===== src/rtl/aux_pll_seq_pkg.sv =====
package aux_pll_seq_pkg;

  // Field layout of the two control words (the PLL decodes these positions)
  localparam int WORD_W  = 32;
  localparam int BYP_BIT = 23;
  localparam int RST_BIT = 14;
  localparam int SEL_BIT = 13;
  localparam int PRE_LSB = 0;
  localparam int PRE_W   = 6;
  localparam int MUL_LSB = 6;
  localparam int MUL_W   = 13;
  localparam int BWL_LSB = 24;
  localparam int BWL_W   = 8;
  localparam int BWH_LSB = 0;
  localparam int BWH_W   = 4;
  localparam int BW_W    = BWL_W + BWH_W;

  typedef enum logic [2:0] {
    ST_IDLE,
    ST_PROG0,
    ST_PROG1,
    ST_RSTON,
    ST_HOLD,
    ST_REL,
    ST_LOCK
  } seq_state_e;

  // Divider, multiplier and low bandwidth bits merged into word 0
  function automatic logic [WORD_W-1:0] pack_word0(
    input logic [WORD_W-1:0] w,
    input logic [PRE_W:0]    pre,
    input logic [MUL_W:0]    mul,
    input logic [BW_W-1:0]   bw
  );
    logic [WORD_W-1:0] r;
    logic [PRE_W:0]    pre_m1;
    logic [MUL_W:0]    mul_m1;
    r      = w;
    pre_m1 = pre - {{PRE_W{1'b0}}, 1'b1};
    mul_m1 = mul - {{MUL_W{1'b0}}, 1'b1};
    r[PRE_LSB +: PRE_W] = pre_m1[PRE_W-1:0];
    r[MUL_LSB +: MUL_W] = mul_m1[MUL_W-1:0];
    r[BWL_LSB +: BWL_W] = bw[BWL_W-1:0];
    return r;
  endfunction

  // High bandwidth bits merged into word 1
  function automatic logic [WORD_W-1:0] pack_word1(
    input logic [WORD_W-1:0] w,
    input logic [BW_W-1:0]   bw
  );
    logic [WORD_W-1:0] r;
    r = w;
    r[BWH_LSB +: BWH_W] = bw[BW_W-1 -: BWH_W];
    return r;
  endfunction

  // Single-bit update of a word
  function automatic logic [WORD_W-1:0] put_bit(
    input logic [WORD_W-1:0] w,
    input int                pos,
    input logic              v
  );
    logic [WORD_W-1:0] r;
    r      = w;
    r[pos] = v;
    return r;
  endfunction

endpackage


===== src/rtl/aux_pll_wait_ctr.sv =====
module aux_pll_wait_ctr #(
  parameter int CNT_W = 8
) (
  input  logic             clk,
  input  logic             rst_n,
  input  logic             load,
  input  logic [CNT_W-1:0] load_val,
  output logic             zero
);

  logic [CNT_W-1:0] cnt_q;

  always_ff @(posedge clk) begin
    if (!rst_n)              cnt_q <= '0;
    else if (load)           cnt_q <= load_val;
    else if (cnt_q != '0)    cnt_q <= cnt_q - 1'b1;
  end

  assign zero = (cnt_q == '0);

endmodule


===== src/rtl/aux_pll_seq_fsm.sv =====
module aux_pll_seq_fsm
  import aux_pll_seq_pkg::*;
(
  input  logic clk,
  input  logic rst_n,
  input  logic start_i,
  input  logic cnt_zero,
  output logic step_byp,
  output logic step_fld0,
  output logic step_fld1,
  output logic step_rst_on,
  output logic step_sel,
  output logic step_rel,
  output logic step_unbyp
);

  seq_state_e state_q, state_d;

  always_comb begin
    step_byp    = (state_q == ST_IDLE) && start_i;
    step_fld0   = (state_q == ST_PROG0);
    step_fld1   = (state_q == ST_PROG1);
    step_rst_on = (state_q == ST_RSTON);
    step_sel    = (state_q == ST_HOLD) && cnt_zero;
    step_rel    = (state_q == ST_REL);
    step_unbyp  = (state_q == ST_LOCK) && cnt_zero;
  end

  always_comb begin
    state_d = state_q;
    case (state_q)
      ST_IDLE:  if (start_i)  state_d = ST_PROG0;
      ST_PROG0:               state_d = ST_PROG1;
      ST_PROG1:               state_d = ST_RSTON;
      ST_RSTON:               state_d = ST_HOLD;
      ST_HOLD:  if (cnt_zero) state_d = ST_REL;
      ST_REL:                 state_d = ST_LOCK;
      ST_LOCK:  if (cnt_zero) state_d = ST_IDLE;
      default:                state_d = ST_IDLE;
    endcase
  end

  always_ff @(posedge clk) begin
    if (!rst_n) state_q <= ST_IDLE;
    else        state_q <= state_d;
  end

endmodule


===== src/rtl/aux_pll_ctl_regs.sv =====
module aux_pll_ctl_regs
  import aux_pll_seq_pkg::*;
#(
  parameter logic [WORD_W-1:0] CTL0_INIT = '0,
  parameter logic [WORD_W-1:0] CTL1_INIT = '0
) (
  input  logic              clk,
  input  logic              rst_n,
  input  logic              step_byp,
  input  logic              step_fld0,
  input  logic              step_fld1,
  input  logic              step_rst_on,
  input  logic              step_sel,
  input  logic              step_rel,
  input  logic              step_unbyp,
  input  logic [PRE_W:0]    prediv_i,
  input  logic [MUL_W:0]    mult_i,
  input  logic [BW_W-1:0]   bwadj_i,
  output logic [WORD_W-1:0] ctl0_o,
  output logic              ctl0_wr_o,
  output logic [WORD_W-1:0] ctl1_o,
  output logic              ctl1_wr_o,
  output logic              busy_o,
  output logic              done_o
);

  logic [PRE_W:0]  pre_q;
  logic [MUL_W:0]  mul_q;
  logic [BW_W-1:0] bw_q;

  // Operands are frozen at the accepted start only
  always_ff @(posedge clk) begin
    if (!rst_n) begin
      pre_q <= '0;
      mul_q <= '0;
      bw_q  <= '0;
    end else if (step_byp) begin
      pre_q <= prediv_i;
      mul_q <= mult_i;
      bw_q  <= bwadj_i;
    end
  end

  always_ff @(posedge clk) begin
    if (!rst_n) begin
      ctl0_o    <= CTL0_INIT;
      ctl1_o    <= CTL1_INIT;
      ctl0_wr_o <= 1'b0;
      ctl1_wr_o <= 1'b0;
      busy_o    <= 1'b0;
      done_o    <= 1'b0;
    end else begin
      ctl0_wr_o <= step_byp | step_fld0 | step_unbyp;
      ctl1_wr_o <= step_fld1 | step_rst_on | step_sel | step_rel;
      done_o    <= step_unbyp;
      if (step_byp)        busy_o <= 1'b1;
      else if (step_unbyp) busy_o <= 1'b0;
      if (step_byp)    ctl0_o <= put_bit(ctl0_o, BYP_BIT, 1'b1);
      if (step_fld0)   ctl0_o <= pack_word0(ctl0_o, pre_q, mul_q, bw_q);
      if (step_unbyp)  ctl0_o <= put_bit(ctl0_o, BYP_BIT, 1'b0);
      if (step_fld1)   ctl1_o <= pack_word1(ctl1_o, bw_q);
      if (step_rst_on) ctl1_o <= put_bit(ctl1_o, RST_BIT, 1'b1);
      if (step_sel)    ctl1_o <= put_bit(ctl1_o, SEL_BIT, 1'b1);
      if (step_rel)    ctl1_o <= put_bit(ctl1_o, RST_BIT, 1'b0);
    end
  end

endmodule


===== src/rtl/aux_pll_seq.sv =====
module aux_pll_seq
  import aux_pll_seq_pkg::*;
#(
  parameter int                REF_MHZ     = 25,
  parameter int                RST_HOLD_US = 5,
  parameter int                LOCK_US     = 50,
  parameter logic [WORD_W-1:0] CTL0_INIT   = 32'h0028_0000,
  parameter logic [WORD_W-1:0] CTL1_INIT   = 32'h0000_0040
) (
  input  logic              clk,
  input  logic              rst_n,
  input  logic              start_i,
  input  logic [PRE_W:0]    prediv_i,
  input  logic [MUL_W:0]    mult_i,
  input  logic [BW_W-1:0]   bwadj_i,
  output logic [WORD_W-1:0] ctl0_o,
  output logic              ctl0_wr_o,
  output logic [WORD_W-1:0] ctl1_o,
  output logic              ctl1_wr_o,
  output logic              busy_o,
  output logic              done_o
);

  localparam int HOLD_CYC = REF_MHZ * RST_HOLD_US;
  localparam int LOCK_CYC = REF_MHZ * LOCK_US;
  localparam int MAX_CYC  = (HOLD_CYC > LOCK_CYC) ? HOLD_CYC : LOCK_CYC;
  localparam int CNT_W    = $clog2(MAX_CYC + 1);

  // Named step events, also observed by the bound checker
  logic step_byp, step_fld0, step_fld1, step_rst_on;
  logic step_sel, step_rel, step_unbyp;
  logic cnt_zero;
  logic cnt_load;
  logic [CNT_W-1:0] cnt_val;

  assign cnt_load = step_rst_on | step_rel;
  assign cnt_val  = step_rst_on ? CNT_W'(HOLD_CYC - 1) : CNT_W'(LOCK_CYC - 1);

  aux_pll_seq_fsm u_fsm (
    .clk         (clk),
    .rst_n       (rst_n),
    .start_i     (start_i),
    .cnt_zero    (cnt_zero),
    .step_byp    (step_byp),
    .step_fld0   (step_fld0),
    .step_fld1   (step_fld1),
    .step_rst_on (step_rst_on),
    .step_sel    (step_sel),
    .step_rel    (step_rel),
    .step_unbyp  (step_unbyp)
  );

  aux_pll_wait_ctr #(.CNT_W(CNT_W)) u_wait (
    .clk      (clk),
    .rst_n    (rst_n),
    .load     (cnt_load),
    .load_val (cnt_val),
    .zero     (cnt_zero)
  );

  aux_pll_ctl_regs #(
    .CTL0_INIT (CTL0_INIT),
    .CTL1_INIT (CTL1_INIT)
  ) u_regs (
    .clk         (clk),
    .rst_n       (rst_n),
    .step_byp    (step_byp),
    .step_fld0   (step_fld0),
    .step_fld1   (step_fld1),
    .step_rst_on (step_rst_on),
    .step_sel    (step_sel),
    .step_rel    (step_rel),
    .step_unbyp  (step_unbyp),
    .prediv_i    (prediv_i),
    .mult_i      (mult_i),
    .bwadj_i     (bwadj_i),
    .ctl0_o      (ctl0_o),
    .ctl0_wr_o   (ctl0_wr_o),
    .ctl1_o      (ctl1_o),
    .ctl1_wr_o   (ctl1_wr_o),
    .busy_o      (busy_o),
    .done_o      (done_o)
  );

endmodule


===== config.mk =====
export PLATFORM = sky130hd
export DESIGN_NAME = aux_pll_seq
export DESIGN_NICKNAME = d
export VERILOG_FILES = /design/src/rtl/aux_pll_seq_pkg.sv /design/src/rtl/aux_pll_wait_ctr.sv /design/src/rtl/aux_pll_seq_fsm.sv /design/src/rtl/aux_pll_ctl_regs.sv /design/src/rtl/aux_pll_seq.sv
export SDC_FILE = /design/constraint.sdc
export NUM_CORES = 1
export LEC_CHECK = 0
export BUFFER_PORTS_ARGS = -buffer_cell sky130_fd_sc_hd__buf_4
export CAP_MARGIN = 40
export CORE_MARGIN = 5
export CORE_UTILIZATION = 35
export DETAILED_ROUTE_END_ITERATION = 8
export GPL_TIMING_DRIVEN = 0
export PLACE_DENSITY = 0.62
export SLEW_MARGIN = 20
export SYNTH_ARGS = -nofsm -noshare
export SYNTH_HDL_FRONTEND = slang
export SYNTH_SLANG_ARGS = --single-unit

===== constraint.sdc =====
create_clock -name clk -period 2.63 [get_ports clk]
set_input_delay 0.263 -clock clk [delete_from_list [all_inputs] [get_ports clk]]
set_output_delay 0.263 -clock clk [all_outputs]
set_load 0.02 [all_outputs]

=== After elaboration in Yosys (flattened, before gate mapping) ===
Index checks and enable logic that the tools add are counted.
W data, S select, Z words.

* Bits in registers: 83
* Input port bits: 36
* Output and inout bits: 68
* Logic and storage cells: 68

* $add $sub $neg: 3
* Equal/unequal tests: 9
* Multiplexer cells: 14
* Bitwise logic cells: 12
* Reduce and logical (&&, ||, !) cells: 16

{| class="wikitable"
|+ Operators by type and width
! cell !! number
|-
| $mux W11 || 3
|-
| $mux W32 || 1
|-
| $mux W24 || 1
|-
| $pmux W3 S7 || 1
|-
| $mux W15 || 1
|-
| $mux W14 || 1
|-
| $sub A13 B1 Y13 const B || 1
|-
| $logic_not A11 Y1 || 1
|-
| $reduce_bool A11 Y1 || 1
|-
| $sub A11 B1 Y11 const B || 1
|-
| $eq A3 B3 Y1 const B || 3
|-
| $mux W3 || 3
|-
| $reduce_and A2 Y1 || 4
|-
| $eq A3 B2 Y1 const B || 2
|-
| $not A1 Y1 || 6
|-
| $or A1 B1 Y1 || 6
|-
| $sub A6 B1 Y6 const B || 1
|-
| $mux W4 || 1
|-
| $ne A2 B1 Y1 const B || 2
|-
| $reduce_and A4 Y1 || 1
|-
| $reduce_bool A2 Y1 || 2
|-
| $reduce_or A2 Y1 || 2
|-
| $eq A3 B1 Y1 const B || 1
|-
| $logic_and A1 B1 Y1 || 3
|-
| other kinds (4) || 5
|}

=== Logic depth before layout (Yosys ltp) ===
Gate-level depths: netlist (run 1).

* Word-level depth: 4
* Depth in mapped cells: 7
* Mapped depth without buffers: 6

=== Modules after synthesis ===
Synthesis (run 1) repeated with hierarchy kept, for this count alone.

* Cells, all modules: 417
* Area total of the unflattened synthesis: 3739.8 µm²

{| class="wikitable"
|+ By module, submodules not included
! module !! instances !! cells each !! area each (µm²) !! seq. area each (µm²)
|-
| aux_pll_ctl_regs || 1 || 315 || 2885.3 || 1381.3
|-
| aux_pll_wait_ctr || 1 || 73 || 633.1 || 220.2
|-
| aux_pll_seq_fsm || 1 || 25 || 203.9 || 60.1
|-
| aux_pll_seq || 1 || 4 || 17.5 || 0.0
|}

=== Least setup slack after synthesis (run 1) ===
No wires, ideal clock.

* Path type: reg2reg
* Start: reg u_wait.cnt_q[0]
* End: reg u_wait.cnt_q[10]
* Setup time: 0.123 ns
* Data arrival time: 1.781 ns
* Data required time: 2.507 ns
* Path slack: 0.726 ns
* Cell stages (with the launch flop): 7
* Path buffers: 0
* Period minus slack after synthesis: 1.904 ns
* Path through: dfxtp_1 inv_1 ha_1 or3b_2 or4_4 a21boi_1 o22ai_1

* Word-level cells in the longest chain between the ends: 3
* Elaborated cells on any way between the ends: 5
* Classes of those cells: add/sub (1); mux (2); reduce/logical (2)

{| class="wikitable"
|+ Ends and longest elaborated chain
! item !! RTL line !! source
|-
| start, declared || aux_pll_wait_ctr.sv:11 || <nowiki>logic [CNT_W-1:0] cnt_q;</nowiki>
|-
| start signal, assigned || aux_pll_wait_ctr.sv:15 || <nowiki>else if (load) cnt_q <= load_val;</nowiki>
|-
| start signal, assigned || aux_pll_wait_ctr.sv:16 || <nowiki>else if (cnt_q != '0) cnt_q <= cnt_q - 1'b1;</nowiki>
|-
| $sub A11 B1 Y11 || aux_pll_wait_ctr.sv:16 ||
|-
| $mux W11 || aux_pll_wait_ctr.sv:16 ||
|-
| $mux W11 || aux_pll_wait_ctr.sv:15 ||
|}

Several ways; a longest one is shown, not always the timed one. The select of a mux whose other input is x is not followed.
A chain may end at the register's enable or synchronous reset.

=== Final worst setup path (run 1) ===
* Start: reg u_wait.cnt_q[0]
* End: reg u_wait.cnt_q[4]

Same word-level chain as after synthesis.

==> results of run 1 <==
[tightest hold or removal path, cell delays in order]
cell	delay (ns)
buf_4	0.11
nand2_1	0.04
a21oi_1	0.05
[path summary, 6_finish.rpt]
path	startpoint	endpoint	cells after the start
worst max-delay path	u_wait.cnt_q[0]$_SDFFE_PN0P_	u_wait.cnt_q[4]$_SDFFE_PN0P_	6
worst min-delay path	bwadj_i[5]	u_regs.bw_q[5]$_SDFFE_PN0P_	3
worst max register to register	u_wait.cnt_q[0]$_SDFFE_PN0P_	u_wait.cnt_q[4]$_SDFFE_PN0P_	6
worst min register to register	u_regs.bw_q[5]$_SDFFE_PN0P_	u_regs.ctl0_o[29]$_SDFFE_PN0P_	2
[per-layer routing]
metal | global-route usage | vias to the layer above | routed length (um)
met5 | 0 | - | 0
met4 | 0.05128 | 0 | 98
met3 | 0.02534 | 9 | 434
met2 | 0.2443 | 80 | 4502
met1 | 0.1936 | 1486 | 4291
li1 | - | 1684 | -
[placed cells by master, fill, tap and decap left out, types with 4 or more instances in the layout]
cell	synthesis	routed
clkbuf_1	16	16
nor3_1	9	9
clkbuf_8	2	11
nor2b_1	5	5
xnor2_1	15	15
inv_1	8	8
dfxtp_1	83	83
or3_1	4	4
buf_4	31	102
a211oi_1	11	11
conb_1	2	30
nand2_1	94	94
a21oi_1	59	59
nor2_1	26	26
o21ai_0	20	20
nor4_1	4	4
[synth_stat cells, types with 4 or more instances]
cell type,n
buf_4,31
clkbuf_1,16
nand2_1,94
nor2_1,26
or3_1,4
xnor2_1,15
dfxtp_1,83
nor4_1,4
nor3_1,9
nor2b_1,5
inv_1,8
a21oi_1,59
a211oi_1,11
o21ai_0,20
[state kept, by name, indices dropped and copies added, names as in the netlist]
signal and flops:
u_regs.ctl0_o 28, u_fsm.state_q 3, u_regs.bw_q 12, u_regs.mul_q 13, u_regs.done_o 1, u_regs.busy_o 1
u_regs.pre_q 6, u_wait.cnt_q 11, u_regs.ctl1_o 6, u_regs.ctl0_wr_o 1, u_regs.ctl1_wr_o 1
[logic make-up after synthesis]
logic type	after synthesis	share of synthesized area
AOI/OAI and AO/OA	110	0.1737
xor gates and xnor gates	18	0.04299
adders and majority gates	3	0.01024
buffers and inverters	63	0.1027
DFF	83	0.4531
other	2	0.002048
and+or+nand+nor	167	0.2153
[where the power goes]
| group | switching (uW) | internal (uW) |
|---|---|---|
| Sequential | 127 | 1400 |
| Clock | 486 | 542 |
| Combinational | 655 | 504 |
| Total | 1270 | 2450 |
[through the flow]
step	power, uW	area (sq um)	hold WS, ns
after floorplan	2398	3772	0.3990
after global placement	2677	4476	0.4386
after detailed placement	2713	4476	0.4457
after CTS	3736	4698	0.1390
after global routing	3947	4698	0.1360
final	3714	4698	0.1576
[area by class of cell]
| cell class | count | share of cell area |
|---|---|---|
| Multi-Input combinational cell | 328 | 0.3691 |
| Sequential cell | 83 | 0.3537 |
| Timing Repair Buffer | 71 | 0.1134 |
| Buffer | 54 | 0.07297 |
| Tap cell | 136 | 0.03622 |
| Clock buffer | 9 | 0.02636 |
| Clock inverter | 7 | 0.02104 |
| Inverter | 9 | 0.007190 |
==> results_tabular.tex, run 1 <==
\begin{tabular}{lr}
\hline
Metric & Value \\
\hline
\multicolumn{2}{l}{\textbf{Run status}} \\
\quad Result of the run & finished, final reports clean \\
\multicolumn{2}{l}{\textbf{Synthesis}} \\
\quad Number of standard cells after synthesis & roughly 450 \\
\quad Register bit count reported by yosys & 83 \\
\quad Sequential-to-total area share from yosys stat & 0.4531 \\
\quad Number of distinct library cell variants in the gate-level netlist after synthesis & slightly below 50 \\
\quad Area share of the leading cell type in the synthesized netlist & 0.4531 \\
\quad Average cell area after synthesis & 8.223 sq um \\
\quad Syn Std Cell Area & $\sim$3700 sq um \\
\quad Top flip-flop cell by instance count after synthesis & dfxtp\_1 \\
\quad Cell taking the most area after synthesis & dfxtp\_1 \\
\quad Main area contributors after synthesis & dfxtp\_1 45\%, nand2\_1 9.6\%, a21oi\_1 8.1\%, buf\_4 6.3\%, xnor2\_1 3.6\% \\
\quad Ys Warns & 0 \\
\quad Count of flip-flops with a built-in enable after synthesis & 0 \\
\quad Share of flip-flops with an asynchronous set or reset & 0 \\
\multicolumn{2}{l}{\textbf{Pwr}} \\
\quad Leakage power & slightly below 0.002 uW \\
\quad Power per unit of standard cell area & around 790 nW/um\^{}2 \\
\quad VDD IR-drop max & between 0.3 and 0.4 mV \\
\multicolumn{2}{l}{\textbf{Clocking}} \\
\quad Later-pin clock latency in the skew report & 0.35 ns \\
\quad Clock tree root driver cell & clkbuf\_8 \\
\quad Register clock-pin slew on the reported worst setup and hold paths & approximately 0.090 ns \\
\quad Buffers from clock root to sink, at most & 2 \\
\quad TritonCTS Sinks & 83 \\
\quad Maximum level of the CTS H-tree & 3 \\
\quad TritonCTS clock tree & built \\
\quad Post-CTS Setup Repair Bufs & 0 \\
\quad Clock buffer count from CTS & 9 \\
\quad PostCTS Resize Cnt & 0 \\
\quad Hold-fix buffers at CTS & 0 \\
\multicolumn{2}{l}{\textbf{Timing}} \\
\quad Shortest period the worst path allows & about 2.1 ns \\
\quad Worst Skew & $\sim$0.0053 ns \\
\quad FMAX & around 470 MHz \\
\quad Unrepaired setup endpoints after global routing & false \\
\quad Max\_slew headroom & 0.5638 \\
\quad Worst-case setup margin in the final layout & around 0.5 ns \\
\quad Setup TNS after final layout & 0 ns \\
\quad Number of hold violations in the final report & 0 \\
\quad Fin crit share & 0.8112 \\
\quad Number of max-slew violations in the final report & 0 \\
\quad Endpoints failing setup & 0 \\
\quad Slew at the pin closest to its max-slew limit & between 0.6 and 0.7 ns \\
\multicolumn{2}{l}{\textbf{Placed design}} \\
\quad Post-place setup slack & around 0.5 ns \\
\quad Total instance count after detailed placement & between 600 and 700 \\
\quad Gp weighted congestion & approximately 0.80 \\
\quad Half-perimeter wire length after placement & 7.058 mm \\
\quad Port-buffer cells & 71 \\
\multicolumn{2}{l}{\textbf{GRT}} \\
\quad GR Overflow Total & 0 \\
\quad Maximum number of pins on one net before global-route repair & 16 \\
\quad Global Route Usage Sum & 0.1473 \\
\quad Antenna violations before repair & 0 \\
\quad Wire length of the first global-routing pass & approximately 15 mm \\
\quad Vias in the first global route & 3145 \\
\multicolumn{2}{l}{\textbf{Setup path}} \\
\quad Library cell contributing the largest single delay on the critical path & or3b\_2 \\
\quad Top Family by Delay on Critical Path & simple AND/OR/NAND/NOR gates \\
\quad Startpoint class of the critical path & flop \\
\quad Sort of element at the end of the critical path & flop \\
\quad Worst-path cell chain & inv\_1 > ha\_1 > or3b\_2 > nor3\_4 > o21ai\_0 > a32o\_1 \\
\quad Slack of the worst reg-to-reg path & between 0.4 and 0.5 ns \\
\quad Arrival time at the worst endpoint & 2.37 ns \\
\quad Largest stage delay on the critical path & between 0.5 and 0.6 ns \\
\quad Critical Path Fanout Max & 10 \\
\quad CP required & 2.87 ns \\
\quad Crit Path Category & reg -> reg \\
\quad Crit path buffers/inverters & 1 \\
\multicolumn{2}{l}{\textbf{Routing}} \\
\quad Iteration count of the initial detailed-routing pass & 4 \\
\quad Number of antenna-violating nets in the routed design & 0 \\
\quad Avg Vias per Cell & between 4 and 5 \\
\quad Detailed router's first-iteration violation count & between 100 and 150 \\
\quad Drc violations & 0 \\
\quad Number of vias in the routed layout & $\sim$3300 \\
\quad Routed wirelength normalized by instance count & 13.38 um \\
\quad Final routed wirelength across all metal layers & about 9.3 mm \\
\multicolumn{2}{l}{\textbf{Final layout}} \\
\quad Area growth from synthesis to layout & 28.11\% \\
\quad Share of post-route cells with drive strength above 1 & 0.2424 \\
\quad Ant. Diodes & 0 \\
\quad Footprint of the flip-flops and latches & roughly 1700 sq um \\
\quad Final nets & 595 \\
\quad Multi-input gate area in the final layout & 1734 sq um \\
\quad Final cell count without fillers & about 700 \\
\quad Fraction of the core area covered by cells at the end of the flow & 0.4571 \\
\quad Number of inserted filler cells in the final layout & approximately 1100 \\
\multicolumn{2}{l}{\textbf{Floorplanning}} \\
\quad DIE AREA & roughly 13000 sq um \\
\quad Core ar. & about 10000 sq um \\
\quad Die X & 112.4 um \\
\quad Std cell rows & 37 \\
\quad Initial cell density of the core & 0.3568 \\
\quad Number of primary I/O pins & around 100 \\
\quad Height of the chip & 112.4 um \\
\multicolumn{2}{l}{\textbf{Hold path}} \\
\quad Hold crit path type & in -> reg \\
\multicolumn{2}{l}{\textbf{Run}} \\
\quad Maximum Capacitance Violations & 0 \\
\hline
\end{tabular}
No activity file was read; power rests on OpenSTA's default activity.
==> run 2, diff against run 1 <==
==> constraint.sdc (replaced) <==
create_clock -name clk -period 2.09 [get_ports clk]
set_input_delay 0.209 -clock clk [delete_from_list [all_inputs] [get_ports clk]]
set_output_delay 0.209 -clock clk [all_outputs]
set_load 0.02 [all_outputs]
==> run 2 against run 1 <==
Register-to-register slack worse by 0.39 ns. Critical endpoint unchanged. Setup slack worse by 0.39 ns. Via count is 1.3% higher. Final area is 1.2% higher. Routed wire length is 1.8% higher. Utilization is 0.56 points higher. Clock power is 25% higher.
==> results_tabular.tex, run 2 (synthesis results as in run 1) <==
\begin{tabular}{lr}
\hline
Metric & Value \\
\hline
\multicolumn{2}{l}{\textbf{Timing}} \\
\quad Slew at the pin closest to its max-slew limit & around 0.61 ns \\
\quad Number of hold violations in the final report & 0 \\
\quad Endpoints failing setup & 0 \\
\quad FMAX & a little over 500 MHz \\
\quad Worst hold slack & between 0.1 and 0.15 ns \\
\quad Fin crit share & 0.9510 \\
\quad Worst-case setup margin in the final layout & 0.1024 ns \\
\quad Number of max-slew violations in the final report & 0 \\
\quad Setup TNS after final layout & 0 ns \\
\quad Unrepaired setup endpoints after global routing & false \\
\quad Worst Skew & roughly 0.0064 ns \\
\quad Max\_slew headroom & 0.5963 \\
\quad Shortest period the worst path allows & approximately 2.0 ns \\
\multicolumn{2}{l}{\textbf{Clocking}} \\
\quad Clock buffer count from CTS & 9 \\
\quad TritonCTS clock tree & built \\
\quad Hold-fix buffers at CTS & 0 \\
\quad TritonCTS Sinks & 83 \\
\quad Later-pin clock latency in the skew report & around 0.35 ns \\
\quad Maximum level of the CTS H-tree & 3 \\
\quad Buffers from clock root to sink, at most & 2 \\
\quad Register clock-pin slew on the reported worst setup and hold paths & about 0.09 ns \\
\quad Clock tree root driver cell & clkbuf\_8 \\
\multicolumn{2}{l}{\textbf{Placed design}} \\
\quad Port-buffer cells & just over 70 \\
\quad Post-place setup slack & -0.04789 ns \\
\quad Placement Cell Area & between 4000 and 5000 sq um \\
\quad Half-perimeter wire length after placement & about 7.1 mm \\
\quad Gp weighted congestion & about 0.8 \\
\multicolumn{2}{l}{\textbf{GRT}} \\
\quad Global Route Usage Sum & 0.1484 \\
\quad Maximum number of pins on one net before global-route repair & 16 \\
\quad Vias in the first global route & 3170 \\
\quad GR Overflow Total & 0 \\
\quad Antenna violations before repair & 0 \\
\quad Wire length of the first global-routing pass & $\sim$15 mm \\
\multicolumn{2}{l}{\textbf{Pwr}} \\
\quad VDD IR-drop max & between 0.4 and 0.5 mV \\
\quad Final total power & 4794 uW \\
\quad Leakage power & approximately 0.002 uW \\
\quad Power per unit of standard cell area & 1008 nW/um\^{}2 \\
\multicolumn{2}{l}{\textbf{Floorplanning}} \\
\quad Core ar. & between 10000 and 15000 sq um \\
\quad Number of primary I/O pins & about 100 \\
\quad DIE AREA & between 10000 and 15000 sq um \\
\quad Std cell rows & 37 \\
\quad Die X & 112.4 um \\
\quad Initial cell density of the core & 0.3568 \\
\quad Height of the chip & approximately 110 um \\
\multicolumn{2}{l}{\textbf{Hold path}} \\
\quad Hold crit path type & in -> reg \\
\multicolumn{2}{l}{\textbf{Setup path}} \\
\quad Startpoint class of the critical path & flop \\
\quad Crit Path Category & reg -> reg \\
\quad Sort of element at the end of the critical path & flop \\
\quad CP required & between 2 and 2.5 ns \\
\quad Arrival time at the worst endpoint & roughly 2.2 ns \\
\quad Critical Path Fanout Max & 6 \\
\multicolumn{2}{l}{\textbf{Final layout}} \\
\quad Top library cells by usage in the layout, fill and taps aside & 105 x buf\_4, 94 x nand2\_1, 83 x dfxtp\_1, 59 x a21oi\_1, 30 x conb\_1 \\
\quad Final nets & $\sim$600 \\
\quad Register with the highest flop count & u\_regs.ctl0\_o \\
\quad Largest registers & u\_regs.ctl0\_o (28), u\_regs.mul\_q (13), u\_regs.bw\_q (12) \\
\quad Share of post-route cells with drive strength above 1 & 0.2500 \\
\quad Area growth from synthesis to layout & 29.68\% \\
\quad Leading cell type in the layout, fill and taps excluded & buf\_4 \\
\quad Max reg flops & 28 \\
\quad Design area & about 4800 sq um \\
\quad Number of inserted filler cells in the final layout & 1064 \\
\quad Ant. Diodes & 0 \\
\multicolumn{2}{l}{\textbf{Run}} \\
\quad Maximum Capacitance Violations & 0 \\
\multicolumn{2}{l}{\textbf{Run status}} \\
\quad Result of the run & finished, final reports clean \\
\multicolumn{2}{l}{\textbf{Routing}} \\
\quad Drc violations & 0 \\
\quad Iteration count of the initial detailed-routing pass & 4 \\
\quad Detailed router's first-iteration violation count & between 100 and 150 \\
\quad Final routed wirelength across all metal layers & around 9.5 mm \\
\quad Avg Vias per Cell & 4.717 \\
\quad Number of vias in the routed layout & between 3000 and 4000 \\
\quad Routed wirelength normalized by instance count & between 10 and 15 um \\
\quad Number of antenna-violating nets in the routed design & 0 \\
\hline
\end{tabular}
[run 2: metrics by stage]
stage / utilization / cells
floorplan: - / 474
global placement: 0.4355 / 681
detailed placement: 0.4355 / 681
CTS: 0.4593 / 700
global route: 0.4627 / 700
finish: 0.4627 / 700
[run 2: power breakdown]
part           switching, uW  total [uW]  internal (uW)
registers                174        1940           1760
clock network            611        1290            682
logic                    856        1570            710
[run 2: worst paths after layout]
path,from,slack (ns),end,cells past startpoint
max,u_wait.cnt_q[0]$_SDFFE_PN0P_,0.10,u_wait.cnt_q[4]$_SDFFE_PN0P_,7
min,mult_i[8],0.10,u_regs.mul_q[8]$_SDFFE_PN0P_,3
max reg2reg,u_wait.cnt_q[0]$_SDFFE_PN0P_,0.10,u_wait.cnt_q[4]$_SDFFE_PN0P_,7
min reg2reg,u_regs.bw_q[2]$_SDFFE_PN0P_,0.46,u_regs.ctl0_o[26]$_SDFFE_PN0P_,2
[run 2: area by class of cell]
type,instances,area [sq um],share of cell area
Buffer,54,342.8,0.07209
Clock buffer,9,123.9,0.02605
Clock inverter,7,98.84,0.02078
Inverter,9,33.78,0.007103
Multi-Input combinational cell,328,1769,0.3720
Sequential cell,83,1662,0.3494
Tap cell,136,170.2,0.03578
Timing Repair Buffer,74,555.5,0.1168
[run 2: routing by layer]
layer  global-route usage  share of wire
met1               0.1937           0.45
met2               0.2479           0.49
met3              0.02534          0.053
met4              0.05128         0.0096
met5                    0              0
[run 2: worst max-delay path: stages, from the launching register on]
cell and delay, ns:
dfxtp_1 0.35, inv_1 0.15, ha_4 0.19, or3b_2 0.51
nor3_4 0.20, buf_4 0.17, o21ai_0 0.11, a32o_1 0.22
[run 2: repair_timing]
action                                  in CTS  in global routing
setup buffers                                3                  0
resized for setup                            0                  5
gates cloned                                 0                  0
pin swaps                                    1                  0
endpoints found under the setup margin       2                 33
endpoints found under the hold margin        0                  0
